**config.mk**
```make
export PLATFORM = sky130hd
export DESIGN_NAME = evt_snapshot_counter
export DESIGN_NICKNAME = d
export VERILOG_FILES = /design/src/rtl/evt_snapshot_counter.sv
export SDC_FILE = /design/constraint.sdc
export NUM_CORES = 1
export LEC_CHECK = 0
export ABC_AREA = 1
export BUFFER_PORTS_ARGS = -buffer_cell sky130_fd_sc_hd__buf_4
export CAP_MARGIN = 20
export CORE_MARGIN = 2
export CORE_UTILIZATION = 30
export CTS_CLUSTER_DIAMETER = 80
export CTS_CLUSTER_SIZE = 20
export DETAILED_ROUTE_END_ITERATION = 7
export SLEW_MARGIN = 20
export SYNTH_ARGS = -nofsm -noshare
export SYNTH_HDL_FRONTEND = slang
export SYNTH_SLANG_ARGS = --single-unit
```
**constraint.sdc**
```tcl
create_clock -name clk -period 4.4 [get_ports clk]
set_input_delay 0.88 -clock clk [delete_from_list [all_inputs] [get_ports clk]]
set_output_delay 0.88 -clock clk [all_outputs]
set_load 0.02 [all_outputs]
```
**src/rtl/evt_snapshot_counter.sv**
```systemverilog
module evt_snapshot_counter #(
  parameter int WIDTH = 16,
  parameter int SYNC_STAGES = 2
) (
  input  logic             clk,
  input  logic             rst_n,
  input  logic             evt_in,
  input  logic             count_down,
  input  logic             rd_stb,
  output logic [WIDTH-1:0] held_q,
  output logic             held_vld
);

  localparam logic [WIDTH-1:0] ONE  = {{(WIDTH-1){1'b0}}, 1'b1};
  localparam logic [WIDTH-1:0] ONES = {WIDTH{1'b1}};

  logic [SYNC_STAGES-1:0] sync_q;
  logic                   last_q;
  logic                   hit;
  logic [WIDTH-1:0]       tally_q;
  logic [WIDTH-1:0]       step;

  always_ff @(posedge clk or negedge rst_n)
    if (!rst_n) begin
      sync_q <= '0;
      last_q <= 1'b0;
    end else begin
      sync_q <= {sync_q[SYNC_STAGES-2:0], evt_in};
      last_q <= sync_q[SYNC_STAGES-1];
    end

  assign hit  = sync_q[SYNC_STAGES-1] & ~last_q;
  assign step = count_down ? ONES : ONE;

  always_ff @(posedge clk or negedge rst_n)
    if (!rst_n) begin
      tally_q  <= '0;
      held_q   <= '0;
      held_vld <= 1'b0;
    end else begin
      held_vld <= rd_stb;
      if (rd_stb) begin
        held_q  <= tally_q;
        tally_q <= hit ? step : '0;
      end else if (hit) begin
        tally_q <= tally_q + step;
      end
    end

  assert_hold_frozen_R5: assert property (@(posedge clk) disable iff (!rst_n)
    !rd_stb |=> $stable(held_q));
  assert_capture_value_R5: assert property (@(posedge clk) disable iff (!rst_n)
    rd_stb |=> held_q == $past(tally_q));
  assert_vld_set_R8: assert property (@(posedge clk) disable iff (!rst_n)
    rd_stb |=> held_vld);
  assert_vld_clear_R8: assert property (@(posedge clk) disable iff (!rst_n)
    !rd_stb |=> !held_vld);
  assert_idle_keeps_R2: assert property (@(posedge clk) disable iff (!rst_n)
    (!rd_stb && !hit) |=> $stable(tally_q));
  assert_up_step_R3: assert property (@(posedge clk) disable iff (!rst_n)
    (!rd_stb && hit && !count_down) |=> tally_q == $past(tally_q) + ONE);
  assert_down_step_R3: assert property (@(posedge clk) disable iff (!rst_n)
    (!rd_stb && hit && count_down) |=> tally_q == $past(tally_q) - ONE);
  assert_restart_zero_R6: assert property (@(posedge clk) disable iff (!rst_n)
    (rd_stb && !hit) |=> tally_q == '0);
  assert_restart_carry_R7: assert property (@(posedge clk) disable iff (!rst_n)
    (rd_stb && hit) |=> tally_q == (count_down ? ONES : ONE));
  assert_hit_single_R2: assert property (@(posedge clk) disable iff (!rst_n)
    hit |=> !hit);

endmodule

```
[After elaboration in Yosys (flattened, before gate mapping)]
Index checks and enable logic that the tools add are counted.
W data, S select, Z words.
Word-level totals
  input port bits: 5
  register bits after elaboration: 36
  word-level logic and storage cells: 13
Operators by class
  bitwise operators: 2
  multiplexer cells: 4
  add/subtract/negate cells: 1
  reduce and logical (&&, ||, !) cells: 1
Operator list (number)
  $mux W16: 4
  $add A16 B16 Y16: 1
  $reduce_bool A2 Y1: 1
  $and A1 B1 Y1: 1
  $not A1 Y1: 1

[Depth between registers and ports, before layout]
  depth in word-level cells: 4
  mapped depth: 12
  depth with buffers taken out: 12

[Least setup slack after synthesis]
Ideal clock, no wire load.
  path kind: input -> register
  start: input count_down
  end: register tally_q[8]
  stages: 8
  buffers on the path: 0
  arrival time: 1.982 ns
  setup time: 0.127 ns
  setup slack: 2.291 ns
  cells stage by stage: fa_1 > nand3_1 > nand3_2 > nand2_1 > nand3_1 > or2_0 > nand3_1 > o21ai_1
On the way
  cells in the longest elaborated chain, start to end: 4
  elaborated cells on any way between the ends: 5
Ends and longest elaborated chain
  start: declaration: line 8  | input logic count_down,
  $mux W16 (*): line 33  | assign step = count_down ? ONES : ONE;
  $add A16 B16 Y16: line 46  | tally_q <= tally_q + step;
  $mux W16: line 45  | end else if (hit) begin
  $mux W16 (*): line 42  | if (rd_stb) begin
  end signal: assignment: line 44  | tally_q <= hit ? step : '0;
  end signal: assignment: line 46
  end: declaration: line 20  | logic [WIDTH-1:0] tally_q;
Mark *: on every way between the ends. The rest lies on a longest branch, timed or not. The select of a mux whose other input is x is not followed.
A chain may end at the register's enable or synchronous reset.

[Worst setup path in the final report]
Ends and elaborated chain as after synthesis.

==> impl_results.rst <==
.. list-table::
   :header-rows: 1

   * - Metric
     - Value
   * - Result of the run
     - finished, final reports clean
   * - Summed instance area of the synthesized netlist
     - 2367 µm²
   * - Global route overflow
     - 0
   * - Post-route clock skew
     - 5.289 ps
   * - Crit-path max FO
     - 17
   * - Transition at the pin with the smallest max-transition slack
     - 515.1 ps
   * - Gate count of the mapped netlist
     - 318
   * - Number of antenna violations at the first check in global routing
     - 0
   * - Sequential fraction of design power
     - 0.390
   * - Average wire per standard cell
     - 12.24 µm
   * - Hold Fails Final Rpt
     - 0
   * - Share of final-layout standard cells stronger than drive strength 1
     - 0.1837
   * - Number of port buffers
     - 21
   * - NumNets Final
     - 362
   * - Largest delay contributor family on the critical path
     - simple AND/OR/NAND/NOR gates
   * - Worst R2R Setup Slack
     - 2650 ps
   * - Launching element type of the critical path
     - primary input
   * - Power per Cell Area
     - 389.2 nW/µm²
   * - Seq/Total Area, Yosys
     - 0.3805
   * - Insertion delay to the later sink of the worst-skew pair
     - 290 ps
   * - Final estimated routing congestion in global placement
     - 0.8650
   * - Arrival time of data at the critical path endpoint
     - 2290 ps
   * - Average footprint of a synthesized cell
     - 7.444 µm²
   * - Timing-limited maximum frequency
     - 472.0 MHz
   * - Total of flip-flops plus latches after synthesis
     - 36
   * - Final routed wirelength across all metal layers
     - 5445 µm
   * - Cell at the slowest stage of the critical path
     - sky130_fd_sc_hd__fa_1
   * - Switching part of the total
     - 0.3856
   * - Crit path buffers/inverters
     - 1
   * - Total number of vias
     - 2004
   * - CTS clk-pin slew, worst paths
     - 80 ps
   * - Number of global-route vias before repair
     - 1971
   * - Post-synthesis net count
     - 338
   * - PostCTS Resize Cnt
     - 0
   * - Switching Power
     - 409.5 µW
   * - ANT nets after route
     - 0
   * - Std cell rows
     - 32
   * - Required time worst endpoint
     - 4570 ps
   * - Clock tree from TritonCTS
     - yes
   * - Die area
     - 8617 µm²
   * - Die Wd
     - 92.83 µm
   * - FFs w/ async S/R, synth
     - 1.000
   * - CP Cell Sequence
     - buf_4 > fa_1 > nand3_1 > nand3_2 > nand2_1 > nand3_1 > or2_0 > nand3_1 > o21ai_1
   * - Antenna cell count
     - 0
   * - Storage cell area
     - 900.9 µm²
   * - Die span in y
     - 92.83 µm
   * - Filler cells
     - 853
   * - Fraction of power consumed by combinational cells
     - 0.374
   * - Largest stage delay on the critical path
     - 490 ps
   * - # H-tree levels
     - 2
   * - Wire length of the first global-routing pass
     - 9432 µm
   * - Worst Setup Path Type
     - in2reg
   * - Final Hold Slack
     - 349.2 ps
   * - Internal power contribution
     - 652.6 µW
   * - Endpoints failing setup
     - 0
   * - Number of violations of the max-capacitance limit
     - 0
   * - IR drop worst, VDD
     - 0.0001710 V
   * - Worst Setup End Kind
     - flip-flop
   * - Count of clock tree sinks
     - 36
   * - Global-route total usage across every layer
     - 0.1369
   * - Number of distinct library cell variants in the gate-level netlist after synthesis
     - 29
   * - Number of primary I/O pins
     - 22
   * - Classification of the worst-slack hold path
     - reg2reg
   * - Area growth from synthesis to layout
     - 15.27%
   * - Area taken by multi-input logic gates
     - 1295 µm²
   * - Yosys warnings
     - 0
   * - Root buffer selected by CTS
     - sky130_fd_sc_hd__clkbuf_8
   * - Avg Vias per Cell
     - 4.503
   * - Leakage
     - 1.463 nW
   * - Initial cell density of the core
     - 0.3079
   * - Final Max Slew Viols
     - 0
   * - Worst max-slew margin expressed relative to the limit
     - 0.6555
   * - Number of enable-type register cells in the synthesized netlist
     - 0
   * - Maximum number of pins on one net before global-route repair
     - 37
   * - Relative contribution of the clock network to total power
     - 0.236
   * - Post-route minimum period
     - 2119 ps
   * - Unrepaired setup endpoints after global routing
     - no
   * - Post-CTS setup buffer count
     - 0
   * - Starting DRT DRC Count
     - 108
   * - Summed negative setup slack over all endpoints
     - 0 ps
   * - Final core utilization
     - 0.3550
   * - Hold_buf cts
     - 0
   * - Fin crit share
     - 0.4815
   * - Number of buffers between clock root and the deepest sink
     - 2
   * - Number of optimization iterations in the first detailed-route pass
     - 4
   * - Core footprint
     - 7687 µm²
   * - Primary flip-flop cell chosen by synthesis mapping
     - sky130_fd_sc_hd__dfrtp_1
   * - DRC violation count after routing
     - 0
   * - Critical path's most frequent cell
     - sky130_fd_sc_hd__nand3_1
   * - Number of buffers created by CTS
     - 5
   * - Placed wire-length estimate after detailed placement
     - 4141 µm
state kept, by name, indices dropped and copies added (netlist names):
name	cells
last_q	1
held_vld	1
held_q	16
tally_q	16
sync_q	2
worst paths after layout:
| check | from | endpoint | cells after the start |
|---|---|---|---|
| max | count_down | tally_q[8] | 9 |
| min in group asynchronous | rst_n | held_q[4] | 1 |
| min reg2reg | sync_q[0] | sync_q[1] | 0 |
| min | sync_q[0] | sync_q[1] | 0 |
| max in group asynchronous | rst_n | tally_q[9] | 1 |
| max reg2reg | tally_q[0] | tally_q[8] | 8 |
stage by stage:
stage                     total power, mW  std cells  setup WS (ps)  instance area, µm²
after global routing                1.143        445           2121                2729
final                               1.062        445           2281                2729
after CTS                           1.079        445           2269                2729
after global placement             0.8155        437           1995                2635
after detailed placement           0.8221        437           1954                2635
after floorplan                    0.7088        318           2291                2367
cells in the mapped netlist, types with 2 or more instances:
library cell | number | share of area
sky130_fd_sc_hd__a21oi_1 | 10 | 0.021
sky130_fd_sc_hd__a21oi_2 | 2 | 0.0074
sky130_fd_sc_hd__a21oi_4 | 2 | 0.014
sky130_fd_sc_hd__buf_2 | 2 | 0.0042
sky130_fd_sc_hd__clkbuf_1 | 2 | 0.0032
sky130_fd_sc_hd__dfrtp_1 | 36 | 0.38
sky130_fd_sc_hd__ha_1 | 14 | 0.074
sky130_fd_sc_hd__inv_1 | 33 | 0.052
sky130_fd_sc_hd__inv_2 | 8 | 0.013
sky130_fd_sc_hd__nand2_1 | 117 | 0.19
sky130_fd_sc_hd__nand2_2 | 10 | 0.026
sky130_fd_sc_hd__nand3_1 | 26 | 0.055
sky130_fd_sc_hd__nand3_2 | 5 | 0.021
sky130_fd_sc_hd__nand3b_1 | 2 | 0.0063
sky130_fd_sc_hd__nand4_1 | 3 | 0.0079
sky130_fd_sc_hd__nor2_1 | 18 | 0.029
sky130_fd_sc_hd__nor2_4 | 4 | 0.019
sky130_fd_sc_hd__nor3_4 | 3 | 0.021
sky130_fd_sc_hd__o21ai_0 | 4 | 0.0085
sky130_fd_sc_hd__o21ai_1 | 6 | 0.013
sky130_fd_sc_hd__o22ai_1 | 2 | 0.0053
sky130_fd_sc_hd__or2_0 | 2 | 0.0053
layout make-up:
cell class,instances,area share
Timing Repair Buffer,21,0.05777
Tap cell,102,0.04677
Sequential cell,36,0.3301
Clock buffer,7,0.03164
Multi-Input combinational cell,237,0.4746
Clock inverter,1,0.002751
Inverter,41,0.05640
cell families after synthesis:
kind of cell | after synthesis | synth area share
AND/OR/NAND/NOR | 192 | 0.3811
flip-flops | 36 | 0.3805
buffers and inverters | 45 | 0.07241
AO/OA/AOI/OAI | 28 | 0.07611
XOR/XNOR | 2 | 0.007401
adder cells (fa/ha/maj) | 15 | 0.08245
routing by layer:
layer	vias up	part of all wire	GRT usage	routed length, µm
met5	-	0	0	0
met3	4	0.038	0.02685	205
met4	0	0.0079	0.03309	43
met2	34	0.45	0.2258	2469
met1	908	0.50	0.1847	2726
li1	1058	-	-	-
power by group through the flow:
stage	sequential [mW]	combinational (mW)	clock [mW]
final	0.414	0.397	0.251
after floorplan	0.440	0.269	0
after global placement	0.420	0.396	0
after global routing	0.420	0.451	0.272
after detailed placement	0.422	0.401	0
after CTS	0.415	0.402	0.262
layout by cell type (no fill, tap or decap), drive strengths merged:
master and n:
inv 41, clkinvlp 1, o21ai 10, nand3 31, xnor2 1, nand3b 2
a221o 1, o22ai 2, xor2 1, nor3 3, nor2 23, clkbuf 7
or2 3, fa 1, a22oi 1, nand4 3, buf 21, nand2 127
dfrtp 36, a21oi 14, ha 14
Note: power is estimated with default switching activity, not from simulation.
